$ cat config.mk
export PLATFORM = sky130hd
export DESIGN_NAME = tg_sync_gen
export DESIGN_NICKNAME = d
export VERILOG_FILES = /design/src/rtl/tg_pkg.sv /design/src/rtl/tg_regs.sv /design/src/rtl/tg_axis.sv /design/src/rtl/tg_sync_gen.sv
export SDC_FILE = /design/constraint.sdc
export NUM_CORES = 1
export LEC_CHECK = 0
export CORE_MARGIN = 2
export CORE_UTILIZATION = 30
export DETAILED_ROUTE_END_ITERATION = 10
export GPL_TIMING_DRIVEN = 0
export HOLD_SLACK_MARGIN = 0.06
export PLACE_DENSITY = 0.51
export SYNTH_ARGS = -nofsm -noshare
export SYNTH_HDL_FRONTEND = slang
export SYNTH_SLANG_ARGS = --single-unit
$ cat constraint.sdc
create_clock -name clk -period 12.03 [get_ports clk]
set_input_delay 2.406 -clock clk [delete_from_list [all_inputs] [get_ports clk]]
set_output_delay 2.406 -clock clk [all_outputs]
set_load 0.005 [all_outputs]
$ cat src/rtl/tg_pkg.sv
package tg_pkg;

  localparam int FW = 16;
  localparam int PW = FW + 3;

  typedef enum logic [2:0] {
    PH_REF   = 3'd0,
    PH_SYNC  = 3'd1,
    PH_BACK  = 3'd2,
    PH_ACT   = 3'd3,
    PH_FRONT = 3'd4
  } phase_e;

  typedef struct packed {
    logic [FW-1:0] ref_len;
    logic [FW-1:0] sync_len;
    logic [FW-1:0] back_len;
    logic [FW-1:0] act_len;
    logic [FW-1:0] front_len;
  } axis_cfg_t;

  typedef struct packed {
    logic [PW-1:0] e_ref;
    logic [PW-1:0] e_sync;
    logic [PW-1:0] e_back;
    logic [PW-1:0] e_act;
    logic [PW-1:0] e_tot;
  } axis_bnd_t;

  function automatic logic [FW-1:0] at_least_one(input logic [FW-1:0] v);
    return (v == '0) ? FW'(1) : v;
  endfunction

  function automatic logic [FW-1:0] dec_floor(input logic [FW-1:0] v);
    return (v == '0) ? '0 : v - FW'(1);
  endfunction

  function automatic logic [FW-1:0] cap_at(input logic [FW-1:0] v, input logic [FW-1:0] lim);
    return (v > lim) ? lim : v;
  endfunction

  function automatic axis_bnd_t bounds(input axis_cfg_t c);
    axis_bnd_t b;
    b.e_ref  = PW'(c.ref_len);
    b.e_sync = b.e_ref  + PW'(c.sync_len);
    b.e_back = b.e_sync + PW'(c.back_len);
    b.e_act  = b.e_back + PW'(c.act_len);
    b.e_tot  = b.e_act  + PW'(c.front_len);
    return b;
  endfunction

  function automatic phase_e phase_at(input logic [PW-1:0] p, input axis_bnd_t b);
    if (p < b.e_ref)       return PH_REF;
    else if (p < b.e_sync) return PH_SYNC;
    else if (p < b.e_back) return PH_BACK;
    else if (p < b.e_act)  return PH_ACT;
    else                   return PH_FRONT;
  endfunction

endpackage

$ cat src/rtl/tg_regs.sv
module tg_regs
  import tg_pkg::*;
#(
  parameter logic [31:0] DEF_REF   = 32'h0001_0001,
  parameter logic [31:0] DEF_SYNC  = 32'h0002_0060,
  parameter logic [31:0] DEF_BACK  = 32'h0021_0030,
  parameter logic [31:0] DEF_FRONT = 32'h0009_000F,
  parameter logic [31:0] DEF_ACT   = 32'h01E0_0280,
  parameter logic [1:0]  DEF_POL   = 2'b00,
  parameter int unsigned MAX_W     = 1366,
  parameter int unsigned MAX_H     = 768,
  parameter int          AW        = 3
) (
  input  logic          clk,
  input  logic          rst_n,
  input  logic          wr_en,
  input  logic [AW-1:0] wr_addr,
  input  logic [31:0]   wr_data,
  input  logic          mg_load,
  input  logic [FW-1:0] mg_hsync_len,
  input  logic [FW-1:0] mg_left,
  input  logic [FW-1:0] mg_right,
  input  logic [FW-1:0] mg_vsync_len,
  input  logic [FW-1:0] mg_upper,
  input  logic [FW-1:0] mg_lower,
  input  logic          frame_end,
  output axis_cfg_t     h_cfg,
  output axis_cfg_t     v_cfg,
  output logic [1:0]    pol
);

  localparam int NREG   = 5;
  localparam int IX_REF = 0;
  localparam int IX_SYN = 1;
  localparam int IX_BCK = 2;
  localparam int IX_FRT = 3;
  localparam int IX_ACT = 4;
  localparam int IX_POL = 5;
  localparam logic [FW-1:0] LIM_W = FW'(MAX_W);
  localparam logic [FW-1:0] LIM_H = FW'(MAX_H);
  localparam logic [31:0] DEFS [NREG] = '{DEF_REF, DEF_SYNC, DEF_BACK, DEF_FRONT, DEF_ACT};

  logic [31:0] stg     [NREG];
  logic [31:0] stg_nxt [NREG];
  logic [31:0] shd     [NREG];
  logic [1:0]  stg_pol;
  logic [1:0]  shd_pol;

  always_comb begin
    for (int k = 0; k < NREG; k++) begin
      stg_nxt[k] = stg[k];
      if (wr_en && (wr_addr == AW'(k))) stg_nxt[k] = wr_data;
    end
    if (mg_load) begin
      stg_nxt[IX_REF] = {FW'(1), FW'(1)};
      stg_nxt[IX_SYN] = {mg_vsync_len, mg_hsync_len};
      stg_nxt[IX_BCK] = {mg_upper, mg_left};
      stg_nxt[IX_FRT] = {dec_floor(mg_lower), dec_floor(mg_right)};
    end
  end

  for (genvar k = 0; k < NREG; k++) begin : g_word
    always_ff @(posedge clk or negedge rst_n) begin
      if (!rst_n) begin
        stg[k] <= DEFS[k];
        shd[k] <= DEFS[k];
      end else begin
        stg[k] <= stg_nxt[k];
        if (frame_end) shd[k] <= stg[k];
      end
    end
  end

  always_ff @(posedge clk or negedge rst_n) begin
    if (!rst_n) begin
      stg_pol <= DEF_POL;
      shd_pol <= DEF_POL;
    end else begin
      if (wr_en && (wr_addr == AW'(IX_POL))) stg_pol <= wr_data[1:0];
      if (frame_end) shd_pol <= stg_pol;
    end
  end

  assign h_cfg.ref_len   = at_least_one(shd[IX_REF][FW-1:0]);
  assign h_cfg.sync_len  = at_least_one(shd[IX_SYN][FW-1:0]);
  assign h_cfg.back_len  = at_least_one(shd[IX_BCK][FW-1:0]);
  assign h_cfg.act_len   = at_least_one(cap_at(shd[IX_ACT][FW-1:0], LIM_W));
  assign h_cfg.front_len = at_least_one(shd[IX_FRT][FW-1:0]);
  assign v_cfg.ref_len   = at_least_one(shd[IX_REF][2*FW-1:FW]);
  assign v_cfg.sync_len  = at_least_one(shd[IX_SYN][2*FW-1:FW]);
  assign v_cfg.back_len  = at_least_one(shd[IX_BCK][2*FW-1:FW]);
  assign v_cfg.act_len   = at_least_one(cap_at(shd[IX_ACT][2*FW-1:FW], LIM_H));
  assign v_cfg.front_len = at_least_one(shd[IX_FRT][2*FW-1:FW]);
  assign pol = shd_pol;

  AST_SHADOW_HOLD: assert property (@(posedge clk) disable iff (!rst_n)
    !frame_end |=> ($stable(h_cfg) && $stable(v_cfg) && $stable(pol)));

  AST_LEGACY_WINS: assert property (@(posedge clk) disable iff (!rst_n)
    mg_load |=> (stg[IX_SYN] == {$past(mg_vsync_len), $past(mg_hsync_len)}));

  AST_ACTIVE_CAP: assert property (@(posedge clk) disable iff (!rst_n)
    (h_cfg.act_len <= LIM_W) && (v_cfg.act_len <= LIM_H));

endmodule

$ cat src/rtl/tg_axis.sv
module tg_axis
  import tg_pkg::*;
(
  input  logic          clk,
  input  logic          rst_n,
  input  logic          step,
  input  axis_cfg_t     cfg,
  output phase_e        phase,
  output logic          last,
  output logic [FW-1:0] coord
);

  axis_bnd_t     bnd;
  logic [PW-1:0] pos;

  assign bnd   = bounds(cfg);
  assign last  = (pos >= bnd.e_tot - PW'(1));
  assign phase = phase_at(pos, bnd);
  assign coord = (phase == PH_ACT) ? FW'(pos - bnd.e_back) : '0;

  always_ff @(posedge clk or negedge rst_n) begin
    if (!rst_n)    pos <= '0;
    else if (step) pos <= last ? '0 : pos + PW'(1);
  end

  AST_POS_IN_RANGE: assert property (@(posedge clk) disable iff (!rst_n)
    pos < bnd.e_tot);

  AST_WRAP_TO_ZERO: assert property (@(posedge clk) disable iff (!rst_n)
    (step && last) |=> (pos == '0));

  AST_COORD_FROM_ZERO: assert property (@(posedge clk) disable iff (!rst_n)
    $rose(phase == PH_ACT) |-> (coord == '0));

endmodule

$ cat src/rtl/tg_sync_gen.sv
module tg_sync_gen
  import tg_pkg::*;
#(
  parameter logic [31:0] DEF_REF   = 32'h0001_0001,
  parameter logic [31:0] DEF_SYNC  = 32'h0002_0060,
  parameter logic [31:0] DEF_BACK  = 32'h0021_0030,
  parameter logic [31:0] DEF_FRONT = 32'h0009_000F,
  parameter logic [31:0] DEF_ACT   = 32'h01E0_0280,
  parameter logic [1:0]  DEF_POL   = 2'b00,
  parameter int unsigned MAX_W     = 1366,
  parameter int unsigned MAX_H     = 768,
  parameter int          AW        = 3
) (
  input  logic          clk,
  input  logic          rst_n,
  input  logic          wr_en,
  input  logic [AW-1:0] wr_addr,
  input  logic [31:0]   wr_data,
  input  logic          mg_load,
  input  logic [FW-1:0] mg_hsync_len,
  input  logic [FW-1:0] mg_left,
  input  logic [FW-1:0] mg_right,
  input  logic [FW-1:0] mg_vsync_len,
  input  logic [FW-1:0] mg_upper,
  input  logic [FW-1:0] mg_lower,
  output logic          hsync,
  output logic          vsync,
  output logic          de,
  output logic [FW-1:0] px_x,
  output logic [FW-1:0] px_y
);

  localparam int NAX = 2;

  axis_cfg_t     h_cfg, v_cfg;
  logic [1:0]    pol;
  axis_cfg_t     ax_cfg   [NAX];
  phase_e        ax_ph    [NAX];
  logic [FW-1:0] ax_coord [NAX];
  logic [NAX-1:0] ax_step, ax_last;
  logic          frame_end;

  assign frame_end = ax_last[0] & ax_last[1];

  tg_regs #(
    .DEF_REF(DEF_REF), .DEF_SYNC(DEF_SYNC), .DEF_BACK(DEF_BACK),
    .DEF_FRONT(DEF_FRONT), .DEF_ACT(DEF_ACT), .DEF_POL(DEF_POL),
    .MAX_W(MAX_W), .MAX_H(MAX_H), .AW(AW)
  ) u_regs (
    .clk(clk), .rst_n(rst_n),
    .wr_en(wr_en), .wr_addr(wr_addr), .wr_data(wr_data),
    .mg_load(mg_load),
    .mg_hsync_len(mg_hsync_len), .mg_left(mg_left), .mg_right(mg_right),
    .mg_vsync_len(mg_vsync_len), .mg_upper(mg_upper), .mg_lower(mg_lower),
    .frame_end(frame_end),
    .h_cfg(h_cfg), .v_cfg(v_cfg), .pol(pol)
  );

  assign ax_cfg[0]  = h_cfg;
  assign ax_cfg[1]  = v_cfg;
  assign ax_step[0] = 1'b1;
  assign ax_step[1] = ax_last[0];

  for (genvar a = 0; a < NAX; a++) begin : g_axis
    tg_axis u_axis (
      .clk(clk), .rst_n(rst_n),
      .step(ax_step[a]), .cfg(ax_cfg[a]),
      .phase(ax_ph[a]), .last(ax_last[a]), .coord(ax_coord[a])
    );
  end

  assign hsync = (ax_ph[0] == PH_SYNC) ^ pol[0];
  assign vsync = (ax_ph[1] == PH_SYNC) ^ pol[1];
  assign de    = (ax_ph[0] == PH_ACT) && (ax_ph[1] == PH_ACT);
  assign px_x  = ax_coord[0];
  assign px_y  = ax_coord[1];

  AST_V_STEPS_AT_EOL: assert property (@(posedge clk) disable iff (!rst_n)
    !ax_last[0] |=> ($stable(ax_ph[1]) && $stable(ax_coord[1])));

  AST_VSYNC_WHOLE_LINE: assert property (@(posedge clk) disable iff (!rst_n)
    !ax_last[0] |=> $stable(vsync));

  AST_DE_INSIDE_AREA: assert property (@(posedge clk) disable iff (!rst_n)
    de |-> ((px_x < h_cfg.act_len) && (px_y < v_cfg.act_len)));

  AST_NO_HSYNC_IN_DE: assert property (@(posedge clk) disable iff (!rst_n)
    de |-> (hsync == pol[0]));

endmodule

Word-level counts from Yosys, hierarchy flattened
Index checks and enable logic that the tools add are counted.
- $lt $le $gt $ge: 12
- multiplexer cells: 31
- eq/ne operators: 9
- bitwise gates (word level): 3
- $add $sub $neg: 16
- reduce and logical (&&, ||, !) cells: 24
- operators with widths (kind ; count):
    $mux 16 ; 16
    $logic_not 16->1 ; 12
    $mux 128 ; 1
    $mux 32 ; 4
    $add 19x16->19 ; 4
    $lt 19x19->1 ; 4
    $add 19x1->19 const B ; 2
    $ge 19x19->1 ; 2
    $lt 19x16->1 ; 2
    $lt 19x17->1 ; 2
    $mux 19 ; 2
    $sub 19x1->19 const B ; 2
    $add 17x16->18 ; 2
    $add 16x16->17 ; 2
    $sub 16x1->16 const B ; 2
    $sub 16x16->16 ; 2
    $mux 3 ; 8
    $gt 16x10->1 const B ; 1
    $gt 16x11->1 const B ; 1
    $eq 3x2->1 const B ; 4
    $eq 3x1->1 const B ; 3
    $reduce_bool 2->1 ; 4
    $logic_and 1x1->1 ; 7
    $eq 3x3->1 const B ; 2
    other kinds (3) ; 4
- output and inout bits: 35
- bits in registers: 362

Depth between registers and ports, before layout
- depth after elaboration: 12
- depth in mapped cells: 47
- mapped depth without buffers: 45

Hierarchy
A second synthesis with hierarchy kept.
- cell total of the unflattened synthesis: 3070
- area total of the unflattened synthesis: 28230.8 µm²
- modules (own cells, without submodules) (module ; area an instance (µm²) ; cells an instance ; instances ; seq. area each (µm²)):
    tg_regs ; 14531.4 ; 1275 ; 1 ; 8160.3
    tg_axis (g_axis[0].u_axis) ; 6852.8 ; 898 ; 1 ; 475.5
    tg_axis (g_axis[1].u_axis) ; 6782.8 ; 889 ; 1 ; 475.5
    tg_sync_gen ; 63.8 ; 8 ; 1 ; 0.0

Least setup slack after synthesis
Ideal clock, no wire load.
- path type: flip-flop to output port
- from: register u_regs.shd[113] (netlist bit)
- to: output port px_y[0]
- stages on the path, launching flop included: 33
- slack: 2.786 ns
- path buffers: 2
- data arrival time: 6.838 ns
- cells stage by stage: dfstp_2 -> nor3_1 -> a41o_1 -> ha_1 -> fa_1 -> a21o_1 -> a21oi_1 -> nor2b_1 -> o31a_1 -> o41a_1 -> a21oi_1 -> xnor2_1 -> ha_1 -> buf_2 -> or3_1 -> o211ai_1 -> inv_1 -> ha_1 -> a21o_1 -> or3_1 -> a31o_2 -> a31o_2 -> a21oi_1 -> nor2b_1 -> o21a_1 -> xnor2_1 -> ha_1 -> a21oi_1 -> nand3_1 -> a21oi_1 -> o211ai_1 -> clkbuf_1 -> a21oi_1
- longest elaborated chain between the ends: 12
- elaborated cells on any way between the ends: 15
- RTL lines (item ; RTL line ; RTL):
    start, declared ; tg_regs.sv:45 ; logic [31:0] shd [NREG];
    start signal, assigned by index ; tg_regs.sv:66 ; shd[k] <= DEFS[k];
    start signal, assigned by index ; tg_regs.sv:69 ; if (frame_end) shd[k] <= stg[k];
    $logic_not 16->1 ; tg_pkg.sv:31 ; return (v == '0) ? FW'(1) : v;
    $mux 16 (*) ; tg_pkg.sv:31 ;
    $add 16x16->17 (*) ; tg_pkg.sv:45 ; b.e_sync = b.e_ref + PW'(c.sync_len);
    $add 17x16->18 ; tg_pkg.sv:46 ; b.e_back = b.e_sync + PW'(c.back_len);
    $add 19x16->19 ; tg_pkg.sv:47 ; b.e_act = b.e_back + PW'(c.act_len);
    $lt 19x19->1 ; tg_pkg.sv:56 ; else if (p < b.e_act) return PH_ACT;
    $mux 3 ; tg_pkg.sv:56 ;
    $mux 3 ; tg_pkg.sv:55 ; else if (p < b.e_back) return PH_BACK;
    $mux 3 ; tg_pkg.sv:54 ; else if (p < b.e_sync) return PH_SYNC;
    $mux 3 ; tg_pkg.sv:53 ; if (p < b.e_ref) return PH_REF;
    $eq 3x2->1 ; tg_axis.sv:19 ; assign coord = (phase == PH_ACT) ? FW'(pos - bnd.e_back) : '0;
    $mux 16 (*) ; tg_axis.sv:19 ;
    end, declared ; tg_sync_gen.sv:30 ; output logic [FW-1:0] px_y
Mark *: on every way between the ends. The rest lies on a longest branch, timed or not.

Final worst setup path
- from: register u_regs.shd[113] (netlist bit)
- to: output port de
- longest elaborated chain between the ends: 12
- elaborated cells on any way between the ends: 14
- RTL lines (item ; RTL line ; RTL):
    $logic_not 16->1 ; tg_pkg.sv:31 ;
    $mux 16 (*) ; tg_pkg.sv:31 ;
    $add 16x16->17 (*) ; tg_pkg.sv:45 ;
    $add 17x16->18 ; tg_pkg.sv:46 ;
    $add 19x16->19 ; tg_pkg.sv:47 ;
    $lt 19x19->1 ; tg_pkg.sv:56 ;
    $mux 3 ; tg_pkg.sv:56 ;
    $mux 3 ; tg_pkg.sv:55 ;
    $mux 3 (*) ; tg_pkg.sv:54 ;
    $mux 3 (*) ; tg_pkg.sv:53 ;
    $eq 3x2->1 (*) ; tg_sync_gen.sv:74 ; assign de = (ax_ph[0] == PH_ACT) && (ax_ph[1] == PH_ACT);
    $logic_and 1x1->1 (*) ; tg_sync_gen.sv:74 ;
    end, declared ; tg_sync_gen.sv:28 ; output logic de,
Marks and branches as above.

==> results.cfg <==
[sta]
relSlewSlack = 0.187
timing.final.crit_period_ps = 11600
final.hold.worst_slack_ps = 470
fin_worst_skew_ps = 26.5
crit_path_setup_slack_layout_ps = 434
unrepaired_setup_endpoints_after_global_routing = false
timing.final.hold_violations = 0
setup_violations = 0
layout_worst_path_cycle_share = 0.964
worst-slew-pin-transition_ps = 1200
maxClockFrequency_mhz = 86.2
maxSlewViolCount = 0

[worst_setup_path]
crit_path_top_delay_cell = dfstp_2
worst-endpoint-required_ps = 9620
critical_path_start_end_classification = reg -> out
regToRegEndpoint = u_regs.shd[61]
r2r_setup_slack_ps = 940
reg2regPathDepth = 40
timing.critical_path.slowest_cell_delay_ps = 540
worstSetupStartpointType = flip-flop
setup.worst_path.end_class = output pin
critPathArrivalTime_ps = 9190
r2r_start = u_regs.shd[113]
timing.critical_path.fanout_max = 10

[route]
firstDrtPassIters = 6
ant_nets = 0
via_count = 22933
dr.first_iter.drc_count = 1531
route.final.wire_length_microns = 92300
via_per_inst = 5.08
drc_errors = 0
route.detailed.wl_per_inst_microns = 20.4

[final_layout]
nets = 3763
final_area_sq_um = 32400
layout_common_cells = ha_1, dfrtp_1, nand2_1
finish.utilization = 0.354
areaGrowthSynthToFinish_pct = 17.4
fin_cells = 4518
most_common_cell_after_layout_fill_and_taps_aside = ha_1
layout-drive-gt1-share = 0.0985

[synthesis]
ys_seq_area_frac = 0.331
synth_area_per_cell_sq_um = 8.99
postSynth.asyncResetShare = 1.00
count_of_flip_flops_with_a_built_in_enable_after_synthesis = 0
synthFlopType = dfrtp_1
netlist_instances = 3066
syn_area_sq_um = 27600
yosysWarnings = 0
synth.lib_cells_used.distinct = 88
synth.ff_latch_count = 362

[place]
port_buffers = 168
dp_slack_ps = 448
dpl.hpwl_microns = 73800
number_of_placed_instances_taps_included = 4434
placed_cell_area_sq_um = 30900
finalWeightedCongestion = 0.891

[job]
maxCapViolations = 0

[floorplan]
initial_utilization = 0.302
core_area_sq_um = 91400
num_rows = 111
die_y_microns = 307
dieWidth_microns = 307
die_area_sq_um = 94300
boundaryPins = 170

[global_routing]
use_met1 = 0.291
first_global_vias = 22259
antenna_violations_before_repair = 5
globalRouteTotalUtil = 0.194
globalRouteOverflowTotal = 0
grt_busiest_layer = met1
grt_max_degree = 113
globalRouteMet3Util = 0.0283
fraction_of_met2_tracks_used_by_global_routing = 0.288
grt_first_pass_wirelength_microns = 139000

[power]
p_leak_nw = 15.2
pwr_density_cell_nw_per_um2 = 122
irDropWorstVdd_uv = 89.8

[clock_network]
cts_buffer_count = 42
worst_setup_hold_path_clk_slew_ps = 60
cts_root_buf = clkbuf_16
cts_num_sinks = 362
htreeDepth = 2
clock_tree.buffer_depth = 3
cts_tree = built
worstSkewPairLatency_ps = 600

[worst_hold_path]
hold_path_class = reg -> reg
worstHoldPathCells = 2
hold_path_end = u_regs.stg[34]
hold_path_startpoint = u_regs.stg[34]

[run_status]
outcome = completed
## worst max-delay path by stage
stage	from	to	slack, ps	depth (start not counted)
CTS	u_regs.shd[113]	de	30	33
detailed placement	u_regs.shd[113]	u_regs.shd[70]	450	39
finish	u_regs.shd[113]	de	430	35
global placement	rst_n	u_regs.shd[59]	-8370	1
global route	u_regs.shd[113]	de	4	35
floorplan	u_regs.shd[113]	px_y[0]	2790	32
## stage by stage
step,total power [mW],TNS [ps]
after floorplan,2.26,0
after global placement,2.62,-2789590
after detailed placement,2.62,0
after CTS,3.96,0
after global routing,4.18,0
final,3.94,0
## layer usage
| metal | wire (microns) | part of all wire |
|---|---|---|
| met3 | 4410 | 0.048 |
| met4 | 2290 | 0.025 |
| met5 | 0 | 0 |
| met2 | 38700 | 0.42 |
| met1 | 46900 | 0.51 |
## timing repair
action                     CTS  global route
pin swaps                    1             1
gates resized for setup      1            14
buffers inserted             2             2
hold buffers                 0             0
setup endpoints to repair    1           115
## final cells by class
cell class,count,area [sq um]
fill,9501,59000
multi-input combinational,2290,16900
sequential,362,9110
timing repair buffer,176,1820
tap,1186,1480
clock buffer,61,1190
inverter,239,897
buffer,185,716
clock inverter,16,188
antenna,3,7.51
## state kept, by name, indices dropped and copies added, names as in the netlist
name	flops
u_regs.stg	160
u_regs.pol	2
u_regs.shd	160
g_axis.u_axis.pos	38
u_regs.stg_pol	2
## cells by family after synthesis
| group | share of synthesized area |
|---|---|
| AO/OA/AOI/OAI | 0.175 |
| XOR/XNOR | 0.0597 |
| adder cells (fa/ha/maj) | 0.156 |
| buffers and inverters | 0.0585 |
| flip-flops | 0.331 |
| multiplexers | 0.0841 |
| other | 0.000136 |
| AND/OR/NAND/NOR | 0.136 |
## Yosys cell counts (11+ instances only)
master    number  area [sq um]
or2_2         14          87.6
a211oi_1      14           105
o211ai_1      21           158
nand4_1       17           106
nor2b_1       34           213
o21a_1        42           315
or3_1         19           119
a221oi_1      11          96.3
dfrtp_1      320          8010
nand2b_1      39           244
xor2_1        85           744
o31ai_1       18           135
a211o_1       11          96.3
a22oi_1       21           158
nor4_1        33           206
a21oi_1      178           891
o31a_1        11          96.3
inv_1        237           890
a21o_1        62           465
nand2_1      310          1160
a31oi_1       22           138
and3_1        19           119
ha_1         322          4030
nor3_1        50           250
mux2i_1       67           671
dfstp_2       42          1100
a21oi_2       13           114
nor2_1       141           529
mux2_2       145          1630
o21ai_0      234          1170
xnor2_1       99           867
and2_1        26           163
o21bai_1      22           165
nand3_1       39           195
clkbuf_1     172           646
## power breakdown
part | leakage, nW | total, mW | switching (mW) | internal, mW
registers | 4.40 | 1.32 | 0.0370 | 1.29
logic | 10.2 | 1.29 | 0.733 | 0.561
clock network | 0.674 | 1.32 | 0.574 | 0.742
total | 15.2 | 3.94 | 1.34 | 2.59
## worst max-delay path, delay by kind of cell (launching register included)
family / cells / cell delay, ps
compound gates: 17 / 3860
buf+inv: 5 / 1190
xor+xnor: 2 / 420
simple gates: 6 / 1040
fa+ha+maj: 5 / 1520
flops: 1 / 540
Power figures use the tool's default switching activity.
